`config.mk`:
```
export PLATFORM = sky130hd
export DESIGN_NAME = chime_fx
export DESIGN_NICKNAME = d
export VERILOG_FILES = /design/src/rtl/chime_pkg.sv /design/src/rtl/chime_div.sv /design/src/rtl/chime_env.sv /design/src/rtl/chime_osc.sv /design/src/rtl/chime_fx.sv
export SDC_FILE = /design/constraint.sdc
export NUM_CORES = 1
export LEC_CHECK = 0
export ABC_AREA = 1
export BUFFER_PORTS_ARGS = -buffer_cell sky130_fd_sc_hd__buf_2
export CAP_MARGIN = 25
export CORE_ASPECT_RATIO = 0.5
export CORE_MARGIN = 2
export CORE_UTILIZATION = 57
export DETAILED_ROUTE_END_ITERATION = 7
export PLACE_DENSITY_LB_ADDON = 0.3
export REMOVE_ABC_BUFFERS = 1
export SYNTH_ARGS = -nofsm -noshare
export SYNTH_HDL_FRONTEND = slang
export SYNTH_HIERARCHICAL = 1
export SYNTH_SLANG_ARGS = --single-unit
```
`constraint.sdc`:
```
create_clock -name clk -period 2.35 [get_ports clk]
set_input_delay 0.47 -clock clk [delete_from_list [all_inputs] [get_ports clk]]
set_output_delay 0.47 -clock clk [all_outputs]
set_load 0.03 [all_outputs]
```
`src/rtl/chime_pkg.sv`:
```
package chime_pkg;
   // width of a counter that must hold 0 .. n-1, never below one bit
   function automatic int cnt_w(input int n);
      return (n > 1) ? $clog2(n) : 1;
   endfunction
endpackage

```
`src/rtl/chime_div.sv`:
```
module chime_div #(
   parameter int DIV_W = 4
) (
   input  logic clk,
   input  logic rst_n,
   input  logic hsync,
   input  logic hold,
   output logic tone
);
   logic [DIV_W-1:0] cnt_q;

   always_ff @(posedge clk or negedge rst_n) begin
      if (!rst_n)     cnt_q <= '0;
      else if (hold)  cnt_q <= '0;
      else if (hsync) cnt_q <= cnt_q + 1'b1;
   end

   assign tone = cnt_q[DIV_W-1];
endmodule

```
`src/rtl/chime_env.sv`:
```
module chime_env #(
   parameter int AMP_W       = 8,
   parameter int DECAY_TICK  = 983,
   parameter int DECAY_SHIFT = 4
) (
   input  logic             clk,
   input  logic             rst_n,
   input  logic             hsync,
   input  logic             charge,
   output logic [AMP_W-1:0] env
);
   localparam int TW = chime_pkg::cnt_w(DECAY_TICK);
   localparam logic [TW-1:0] TICK_LAST = TW'(DECAY_TICK - 1);

   logic [TW-1:0]    tick_q;
   logic [AMP_W-1:0] env_q;
   logic [AMP_W-1:0] drop;

   // geometric step, with a floor of one so the tail reaches zero
   always_comb begin
      drop = env_q >> DECAY_SHIFT;
      if (drop == '0 && env_q != '0) drop = AMP_W'(1);
   end

   always_ff @(posedge clk or negedge rst_n) begin
      if (!rst_n) begin
         env_q  <= '0;
         tick_q <= '0;
      end else if (charge) begin
         env_q  <= '1;
         tick_q <= '0;
      end else if (hsync) begin
         if (tick_q == TICK_LAST) begin
            tick_q <= '0;
            env_q  <= env_q - drop;
         end else begin
            tick_q <= tick_q + 1'b1;
         end
      end
   end

   assign env = env_q;
endmodule

```
`src/rtl/chime_osc.sv`:
```
module chime_osc #(
   parameter int BONG_HALF = 31
) (
   input  logic clk,
   input  logic rst_n,
   input  logic hsync,
   input  logic run,
   output logic sq
);
   logic sq_q;

   generate
      if (BONG_HALF == 1) begin : g_direct
         always_ff @(posedge clk or negedge rst_n) begin
            if (!rst_n)     sq_q <= 1'b0;
            else if (!run)  sq_q <= 1'b0;
            else if (hsync) sq_q <= ~sq_q;
         end
      end else begin : g_count
         localparam int PW = chime_pkg::cnt_w(BONG_HALF);
         localparam logic [PW-1:0] PH_LAST = PW'(BONG_HALF - 1);
         logic [PW-1:0] ph_q;
         always_ff @(posedge clk or negedge rst_n) begin
            if (!rst_n) begin
               ph_q <= '0;
               sq_q <= 1'b0;
            end else if (!run) begin
               ph_q <= '0;
               sq_q <= 1'b0;
            end else if (hsync) begin
               if (ph_q == PH_LAST) begin
                  ph_q <= '0;
                  sq_q <= ~sq_q;
               end else begin
                  ph_q <= ph_q + 1'b1;
               end
            end
         end
      end
   endgenerate

   assign sq = sq_q;
endmodule

```
`src/rtl/chime_fx.sv`:
```
module chime_fx #(
   parameter int AMP_W       = 8,
   parameter int DIV_W       = 4,
   parameter int DECAY_TICK  = 983,
   parameter int DECAY_SHIFT = 4,
   parameter int BONG_HALF   = 31,
   parameter int BONG_LEVEL  = 160
) (
   input  logic             clk,
   input  logic             rst_n,
   input  logic             hsync_pulse,
   input  logic             bell_arm,
   input  logic             bong_on,
   input  logic             attract_mute,
   output logic [AMP_W-1:0] bell_amp,
   output logic [AMP_W-1:0] bong_amp
);
   localparam logic [AMP_W-1:0] BONG_WORD = AMP_W'(BONG_LEVEL);

   generate
      if (AMP_W < 2)                        begin : g_bad_amp   $error("AMP_W must be at least 2"); end
      if (DIV_W < 2)                        begin : g_bad_div   $error("DIV_W must be at least 2"); end
      if (DECAY_TICK < 1)                   begin : g_bad_tick  $error("DECAY_TICK must be positive"); end
      if (DECAY_SHIFT < 1 || DECAY_SHIFT >= AMP_W) begin : g_bad_shift $error("DECAY_SHIFT out of range"); end
      if (BONG_HALF < 1)                    begin : g_bad_half  $error("BONG_HALF must be positive"); end
      if (BONG_LEVEL < 1 || BONG_LEVEL >= (1 << AMP_W)) begin : g_bad_lvl $error("BONG_LEVEL out of range"); end
   endgenerate

   logic             tone;
   logic             bong_sq;
   logic [AMP_W-1:0] env_lvl;

   chime_div #(.DIV_W(DIV_W)) u_div (
      .clk(clk), .rst_n(rst_n), .hsync(hsync_pulse), .hold(bell_arm), .tone(tone)
   );

   chime_env #(.AMP_W(AMP_W), .DECAY_TICK(DECAY_TICK), .DECAY_SHIFT(DECAY_SHIFT)) u_env (
      .clk(clk), .rst_n(rst_n), .hsync(hsync_pulse), .charge(bell_arm), .env(env_lvl)
   );

   chime_osc #(.BONG_HALF(BONG_HALF)) u_osc (
      .clk(clk), .rst_n(rst_n), .hsync(hsync_pulse), .run(bong_on), .sq(bong_sq)
   );

   always_comb begin
      bell_amp = '0;
      bong_amp = '0;
      if (!attract_mute) begin
         if (!bell_arm && tone) bell_amp = env_lvl;
         if (bong_on && bong_sq) bong_amp = BONG_WORD;
      end
   end
endmodule

```
==> results.yml, run 1 <==
routing:
  viasPerCell: 4.94
  via_count: 1572
  wl_met1_microns: 1780
  drt_pre_antenna_iters: 4
  ant_nets: 0
  drc: 0
  met3_wirelength_microns: 144
  wl_met2_microns: 1540
  highest_layer: "met4"
  wl_per_cell_microns: 11.0
  wirelength_microns: 3490
  drt_iter0_markers: 59
layout:
  area_growth_syn_to_layout_pct: 8.45
  seq_area_sq_um: 701
  utilization_pct: 66.0
  antenna_cells: 0
  layout-drive-gt1-share_pct: 13.3
  fill_cells: 270
  nets: 296
  multi_input_area_sq_um: 981
power_and_ir_drop:
  p_total_w: 0.00126
  power_density_nw_per_um2: 623
  vdd_ir_drop_max_uv: 344
  p_leak_nw: 1.12
synth:
  netlist_instances: 259
  avgSynthCellArea_sq_um: 7.20
  yosysSeqAreaShare_pct: 37.6
  synth_area_leaders: "dfrtp_1 38%, nand2_1 16%, inv_1 7.2%"
  ys_warn_count: 6
  synth_edf_count: 0
  yosys.area.top_type: "dfrtp_1"
  yosys_most_used_dff: "dfrtp_1"
  yosysMostFrequentCell: "nand2_1"
  synth-seq-cells: 28
  synth_area_sq_um: 1870
  synth.distinct_cells: 27
  synth.top_cell.area_share_pct: 37.6
  async_flop_share_pct: 100
  synth_common_cells: "78 x nand2_1, 36 x inv_1, 29 x nor2_1, 28 x dfrtp_1, 24 x nand3_1"
grt:
  grt_pass1_wl_microns: 5970
  antenna_found_initial: 0
  first_global_vias: 1401
  grt_max_degree: 29
  overflow: 0
  grtUsageTotal_pct: 20.1
floorplan:
  die-area_sq_um: 3770
  start_util_pct: 60.9
  dieWidth_microns: 84.9
  die_h_microns: 44.5
  core_sq_um: 3070
  placement_rows: 14
  ioPinCount: 22
worst_setup_path:
  critPathBufInv: 2
  endpoint: "u_env/env[6]$_DFFE_PN0P_"
  regToRegStartpoint: "u_env/env[5]$_DFFE_PN0P_"
  crit_start: "u_env/env[5]$_DFFE_PN0P_"
  crit_cells: 14
  worstPathArrival_ps: 2330
  critPathKind: "reg -> reg"
  crit_family: "adder cells"
  reg2reg_to: "u_env/env[6]$_DFFE_PN0P_"
  crit_path_max_incr_delay_ps: 440
  required_ps: 2500
  crit_top_cell: "nand2_1"
  cp_max_fo: 5
  worstRegToRegCells: 14
  rrSetupSlack_ps: 170
  endpoint_kind: "register"
  start_kind: "register"
  cp_slowest_cell: "dfrtp_1"
  path_cells: "inv_2, nand2_1, o31ai_1, ha_1, inv_1, fa_1, nand2_1, nand2_1, nand2_1, nand2_1, nand2_1, nand3_1, nand2_1, o21ai_0"
clock_tree:
  cts_root_buffer: "clkbuf_8"
  cts_tree: "built"
  clk_pin_slew_worst_paths_ps: 90
  clock-sinks: 28
  ctsHoldBuffers: 0
  htreeDepth: 1
  cts_buffer_depth: 2
  clk_latency_ps: 270
  cts_made_buffers: 3
placed_design:
  dp_hpwl_microns: 2620
  dp_slack_ps: 81.0
  gp_congestion: 0.870
  port-buffer-count: 15
sta:
  fmax_mhz: 458
  tightestPinTransition_ps: 629
  hold_viol: 0
  relSlewSlack_pct: 58.1
  finalCritPeriodShare_pct: 92.9
  finalSetupViolations: 0
  finalMaxSlewViolations: 0
  fin_ws_ps: 167
  rsz0062_at_grt: "false"
  tns_ps: 0
  min_period_ps: 2180
  finClkSkew_ps: 1.42
status:
  status: "complete, no violations"
worst_hold_path:
  hp-class: "in -> async"
job:
  maxCapViolations: 0
[placed cells by master (no fill, tap or decap), types with 3 or more instances in the layout]
cell type / netlist / layout
nand2_2: 6 / 6
buf_2: 0 / 15
clkbuf_8: 0 / 4
nor2_1: 29 / 29
inv_1: 36 / 35
conb_1: 1 / 6
nand2_1: 78 / 78
a21oi_1: 4 / 4
xor2_1: 7 / 7
nand3_1: 24 / 24
buf_4: 7 / 3
dfrtp_1: 28 / 28
ha_1: 10 / 10
nor2_2: 3 / 3
o21ai_0: 9 / 9
[worst reg2reg max path: cells and delay by family, from the launching register on]
family                   cells  cell delay (ps)
AND/OR/NAND/NOR              8              540
AO/OA/AOI/OAI                2              310
buffers and inverters        2              170
adder cells (fa/ha/maj)      2              600
flip-flops                   1              440
[sequential cells by signal (all words and copies together) (netlist names)]
register / flops
u_env/tick_q: 10
u_osc/g_count.ph_q: 5
u_div/cnt_q: 4
u_env/env: 8
u_osc/sq: 1
[kinds of logic after synthesis]
family	share of synthesized area, %
simple gates	34.1
buf+inv	10.9
flops	37.6
compound gates	6.24
fa+ha+maj	7.78
xor+xnor	3.29
other cells	0.201
[through the flow]
stage	std cells	hold WS [ps]	area (sq um)
6_report	318	205	2020
3_5_place_dp	312	488	1950
4_1_cts	316	229	2010
5_1_grt	318	256	2020
3_3_place_gp	312	481	1950
2_1_floorplan	256	174	1820
[power by group]
part	switching (W)	internal (W)	leakage, nW	total (W)
sequential	0.0000587	0.000531	0.362	0.000590
combinational	0.000237	0.000139	0.734	0.000376
clock	0.000144	0.000150	0.0288	0.000294
[cell type report]
cell class,count,area share (%)
Sequential cell,28,34.6
Multi-Input combinational cell,191,48.5
Inverter,37,6.86
Tap cell,40,2.47
Clock buffer,4,2.72
Timing Repair Buffer,18,4.82
[routing by layer]
metal  GRT usage [%]  up-vias
met4            4.13        0
met5               0        -
met3            5.97        4
met2            33.5       29
met1            26.7      709
li1                -      830
[how the worst min path moves through the flow]
stage / startpoint / to / slack (ps)
final: rst_n / u_env/tick_q[0]$_DFFE_PN0P_ / 210
after global placement: u_osc/sq$_DFFE_PN0P_ / u_osc/sq$_DFFE_PN0P_ / 480
after floorplan: rst_n / u_div/cnt_q[0]$_DFFE_PN0P_ / 170
after CTS: rst_n / u_osc/g_count.ph_q[0]$_DFFE_PN0P_ / 230
after detailed placement: u_osc/sq$_DFFE_PN0P_ / u_osc/sq$_DFFE_PN0P_ / 490
after global routing: rst_n / u_osc/g_count.ph_q[3]$_DFFE_PN0P_ / 260
[timing repair]
action | 4_1_cts | 5_1_grt
endpoints found under the setup margin | 0 | 2
resized for setup | 0 | 1
setup buffers | 0 | 2
Note: power is estimated with default switching activity, not from simulation.
==> inputs of run 2 (changes only) <==
--- a/config.mk
+++ b/config.mk
@@ -10,7 +10,7 @@
 export CAP_MARGIN = 25
 export CORE_ASPECT_RATIO = 0.5
 export CORE_MARGIN = 2
-export CORE_UTILIZATION = 57
+export CORE_UTILIZATION = 58
 export DETAILED_ROUTE_END_ITERATION = 7
 export PLACE_DENSITY_LB_ADDON = 0.3
 export REMOVE_ABC_BUFFERS = 1
==> run 2 against run 1 <==
Against the previous run:
- critical path type unchanged
- register-to-register slack improved by 70 ps
- sequential power is essentially flat
- wire length rose by 0.57%
- maximum frequency grew 3.2%
- final cell count up 0.31%
- core utilization rose by 1.3 points
- critical path depth stayed put
- die area is 1.6% lower
- sequential share of layout area down 0.26 points
- hold slack better by 5.6 ps
- via count fell by 0.64%
==> results.yml, run 2 (same netlist as run 1, synthesis figures left out) <==
status:
  status: "complete, no violations"
clock_tree:
  htreeDepth: 1
  ctsHoldBuffers: 0
  cts_tree: "built"
  clk_latency_ps: 270
  cts_root_buffer: "clkbuf_8"
  cts_buffer_depth: 2
  clock-sinks: 28
  clk_pin_slew_worst_paths_ps: 90
  cts_made_buffers: 3
power_and_ir_drop:
  p_total_w: 0.00127
  p_leak_nw: 1.13
  vdd_ir_drop_max_uv: 312
  power_density_nw_per_um2: 621
floorplan:
  ioPinCount: 22
  placement_rows: 14
  start_util_pct: 61.6
  core_sq_um: 3030
  die_h_microns: 44.1
  die-area_sq_um: 3710
  dieWidth_microns: 84.2
layout:
  largest_reg_flops: 10
  fin_area_sq_um: 2040
  layout-drive-gt1-share_pct: 14.3
  final_cells: 319
  antenna_cells: 0
  area_growth_syn_to_layout_pct: 9.26
  largest_register: "u_env/tick_q"
  final_cell_mix: "78 x nand2_1, 35 x inv_1, 29 x nor2_1"
  nets: 297
  layout_commonest_cell: "nand2_1"
placed_design:
  gp_congestion: 0.873
  placed_cells: 312
  post_dp_cell_area_sq_um: 1950
  dp_hpwl_microns: 2670
  port-buffer-count: 15
routing:
  wirelength_microns: 3510
  drc: 0
  drt_pre_antenna_iters: 4
  viasPerCell: 4.90
  drt_iter0_markers: 110
  via_count: 1562
  wl_per_cell_microns: 11.0
  ant_nets: 0
worst_setup_path:
  start_kind: "register"
  cp_slowest_cell: "dfrtp_1"
  worstPathArrival_ps: 2260
  endpoint_kind: "register"
  path_cells: "inv_2, nand2_1, o31ai_2, ha_1, inv_1, fa_2, nand2_1, nand2_1, nand2_1, nand2_1, nand2_1, nand3_1, nand2_1, o21ai_0"
  cp_max_fo: 5
  rrSetupSlack_ps: 230
  critPathKind: "reg -> reg"
  crit_path_max_incr_delay_ps: 430
  crit_top_cell: "nand2_1"
  required_ps: 2500
sta:
  tightestPinTransition_ps: 639
  min_period_ps: 2120
  relSlewSlack_pct: 57.4
  fmax_mhz: 473
  finalCritPeriodShare_pct: 90.0
  finalMaxSlewViolations: 0
  hold_viol: 0
  tns_ps: 0
  rsz0062_at_grt: "false"
  finalSetupViolations: 0
  finClkSkew_ps: 3.39
grt:
  grt_pass1_wl_microns: 5890
  grtUsageTotal_pct: 20.3
  grt_max_degree: 29
  first_global_vias: 1345
  overflow: 0
  antenna_found_initial: 0
worst_hold_path:
  hp-class: "in -> async"
job:
  maxCapViolations: 0
[run 2: area by class of cell]
class / count / area [sq um]
Sequential cell: 28 / 701
Timing Repair Buffer: 19 / 105
Fill cell: 249 / 992
Tap cell: 40 / 50.0
Clock buffer: 4 / 55.1
Inverter: 37 / 139
Multi-Input combinational cell: 191 / 988
[run 2: worst max-delay path, delay by kind of cell, from the launching register on]
kind | cells | cell delay, ps
AOI/OAI and AO/OA | 2 | 300
DFF | 1 | 430
adders and majority gates | 2 | 540
and+or+nand+nor | 8 | 570
buffers and inverters | 2 | 170
[run 2: worst paths after layout]
check                                            from  depth (start not counted)                          end
max in group asynchronous                       rst_n                          1   u_div/cnt_q[1]$_DFFE_PN0P_
max reg2reg                  u_env/env[5]$_DFFE_PN0P_                         14     u_env/env[6]$_DFFE_PN0P_
min                                             rst_n                          1  u_env/tick_q[6]$_DFFE_PN0P_
max                          u_env/env[5]$_DFFE_PN0P_                         14     u_env/env[6]$_DFFE_PN0P_
min reg2reg                u_div/cnt_q[1]$_DFFE_PN0P_                          2   u_div/cnt_q[1]$_DFFE_PN0P_
min in group clk           u_div/cnt_q[1]$_DFFE_PN0P_                          2   u_div/cnt_q[1]$_DFFE_PN0P_
[run 2: routing by layer]
| layer | global-route usage (%) | up-vias | share of wire [%] |
|---|---|---|---|
| li1 | - | 833 | - |
| met1 | 26.9 | 701 | 49 |
| met2 | 35.2 | 24 | 47 |
| met3 | 5.04 | 4 | 3.1 |
| met4 | 3.23 | 0 | 0.91 |
| met5 | 0 | - | 0 |
[run 2: stage by stage]
step / util, % / hold WS, ps / worst slack (ps)
after floorplan: - / 174 / 297
after global placement: 64.5 / 480 / 200
after detailed placement: 64.5 / 498 / 42.2
after CTS: 66.3 / 237 / 27.9
after global routing: 67.3 / 258 / 11.8
final: 67.3 / 211 / 235
[run 2: repair_timing]
item	4_1_cts	5_1_grt
setup endpoints to repair	0	2
buffers inserted	0	3
gates resized for setup	0	3
[run 2: where the power goes]
part | switching [W] | internal, W | total [W]
sequential | 0.0000595 | 0.000531 | 0.000590
clock | 0.000144 | 0.000150 | 0.000294
combinational | 0.000238 | 0.000145 | 0.000382
total | 0.000441 | 0.000825 | 0.00127
==> inputs of run 3 (changes only) <==
==> constraint.sdc (replaced) <==
create_clock -name clk -period 2.2 [get_ports clk]
set_input_delay 0.44 -clock clk [delete_from_list [all_inputs] [get_ports clk]]
set_output_delay 0.44 -clock clk [all_outputs]
set_load 0.03 [all_outputs]
==> run 3 against run 2 <==
Against the previous run:
- clock skew grew 2.7 ps
- hold slack lost 30 ps
- cell area grew 1.5%
- via count grew 7.8%
- critical path type unchanged
==> results.yml, run 3 (same netlist as run 1, synthesis figures left out) <==
layout:
  layout_commonest_cell: "nand2_1"
  largest_reg_flops: 10
  largest_register: "u_env/tick_q"
  area_growth_syn_to_layout_pct: 10.9
  antenna_cells: 0
  layout-drive-gt1-share_pct: 16.4
  final_cell_mix: "76 x nand2_1, 33 x inv_1, 29 x nor2_1"
  utilization_pct: 68.3
  final_cells: 320
  nets: 298
floorplan:
  ioPinCount: 22
  die_h_microns: 44.1
  core_sq_um: 3030
  dieWidth_microns: 84.2
  die-area_sq_um: 3710
  placement_rows: 14
  start_util_pct: 61.6
placed_design:
  port-buffer-count: 15
  placed_cells: 314
  dp_slack_ps: 48.2
  dp_hpwl_microns: 2910
  gp_congestion: 0.868
power_and_ir_drop:
  p_leak_nw: 1.14
  power_density_nw_per_um2: 714
  vdd_ir_drop_max_uv: 400
sta:
  tightestPinTransition_ps: 651
  finalCritPeriodShare_pct: 95.2
  finalMaxSlewViolations: 0
  min_period_ps: 2090
  hold_viol: 0
  relSlewSlack_pct: 56.6
  finalSetupViolations: 0
  finClkSkew_ps: 6.11
  fin_ws_ps: 106
  fmax_mhz: 478
worst_setup_path:
  reg2reg_to: "u_env/env[6]$_DFFE_PN0P_"
  crit_top_cell: "nand2_1"
  path_cells: "inv_2, nand2_1, o31ai_2, ha_2, inv_2, fa_2, nand2_1, nand2_1, nand2_2, nand2_1, nand2_1, nand3_1, nand2_1, o21ai_1"
  critPathKind: "reg -> reg"
  endpoint_kind: "register"
  cp_max_fo: 4
  crit_path_max_incr_delay_ps: 420
  required_ps: 2350
  start_kind: "register"
  regToRegStartpoint: "u_env/env[5]$_DFFE_PN0P_"
  rrSetupSlack_ps: 110
  cp_slowest_cell: "dfrtp_1"
  worstPathArrival_ps: 2240
  critPathBufInv: 2
  worstRegToRegCells: 14
  crit_family: "adder cells"
clock_tree:
  clock-sinks: 28
  cts_tree: "built"
  cts_buffer_depth: 2
  clk_pin_slew_worst_paths_ps: 90
  cts_made_buffers: 3
  clk_latency_ps: 270
  htreeDepth: 1
  cts_root_buffer: "clkbuf_8"
grt:
  first_global_vias: 1437
  grtUsageTotal_pct: 21.7
  antenna_found_initial: 0
  grt_pass1_wl_microns: 6310
  grt_max_degree: 29
  overflow: 0
routing:
  ant_nets: 0
  drc: 0
  viasPerCell: 5.26
  drt_iter0_markers: 113
  drt_pre_antenna_iters: 4
  wirelength_microns: 3910
  via_count: 1684
  wl_per_cell_microns: 12.2
status:
  status: "complete, no violations"
worst_hold_path:
  hp-class: "in -> async"
job:
  maxCapViolations: 0
run 3: worst max path at each step:
| stage | end | depth (start not counted) | slack, ps | start |
|---|---|---|---|---|
| floorplan | u_env/env[6]$_DFFE_PN0P_ | 14 | 150 | u_env/env[5]$_DFFE_PN0P_ |
| global placement | u_env/env[6]$_DFFE_PN0P_ | 14 | 150 | u_env/env[5]$_DFFE_PN0P_ |
| detailed placement | u_env/env[4]$_DFFE_PN0P_ | 14 | 50 | u_env/env[5]$_DFFE_PN0P_ |
| CTS | u_env/env[4]$_DFFE_PN0P_ | 14 | 30 | u_env/env[5]$_DFFE_PN0P_ |
| global route | u_env/env[4]$_DFFE_PN0P_ | 14 | -10 | u_env/env[6]$_DFFE_PN0P_ |
| finish | u_env/env[6]$_DFFE_PN0P_ | 14 | 110 | u_env/env[5]$_DFFE_PN0P_ |
run 3: per-layer routing:
layer  up-vias  GRT usage (%)  part of all wire, %  wire (microns)
met5         -              0                    0               0
met4         0           3.55                 0.23               9
met3         4           5.22                  4.2             166
met2        44           41.0                   50            1940
met1       796           26.5                   46            1790
li1        840              -                    -               -
run 3: report_power, final:
group	leakage (nW)	total (W)	internal [W]	switching, W
sequential	0.362	0.000623	0.000567	0.0000556
combinational	0.741	0.000455	0.000169	0.000286
clock	0.0357	0.000399	0.000244	0.000156
run 3: stage by stage:
step	total power [W]	area [sq um]	hold slack (ps)	TNS, ps
3_5_place_dp	0.00105	1970	495	0
5_1_grt	0.00158	2070	209	-14.3
2_1_floorplan	0.000921	1820	144	0
3_3_place_gp	0.00102	1970	480	0
6_report	0.00148	2070	181	0
4_1_cts	0.00145	2040	190	0
run 3: what timing repair did:
item                                    CTS  global route
endpoints found under the hold margin     0             0
endpoints found under the setup margin    0             2
setup buffers                             0             2
hold buffers                              0             0
resized for setup                         0             9
run 3: final cells by class:
class | count | area [sq um]
Clock inverter | 1 | 30.0
Timing Repair Buffer | 20 | 113
Clock buffer | 3 | 41.3
Tap cell | 40 | 50.0
Inverter | 37 | 139
Fill cell | 252 | 961
Multi-Input combinational cell | 191 | 996
Sequential cell | 28 | 701
run 3: worst register-to-register path, stage by stage, from the launching register on:
cell,delay (ps)
dfrtp_1,420
inv_2,70
nand2_1,80
o31ai_2,260
ha_2,210
inv_2,50
fa_2,360
nand2_1,70
nand2_1,60
nand2_2,90
nand2_1,60
nand2_1,70
nand3_1,70
nand2_1,70
o21ai_1,60
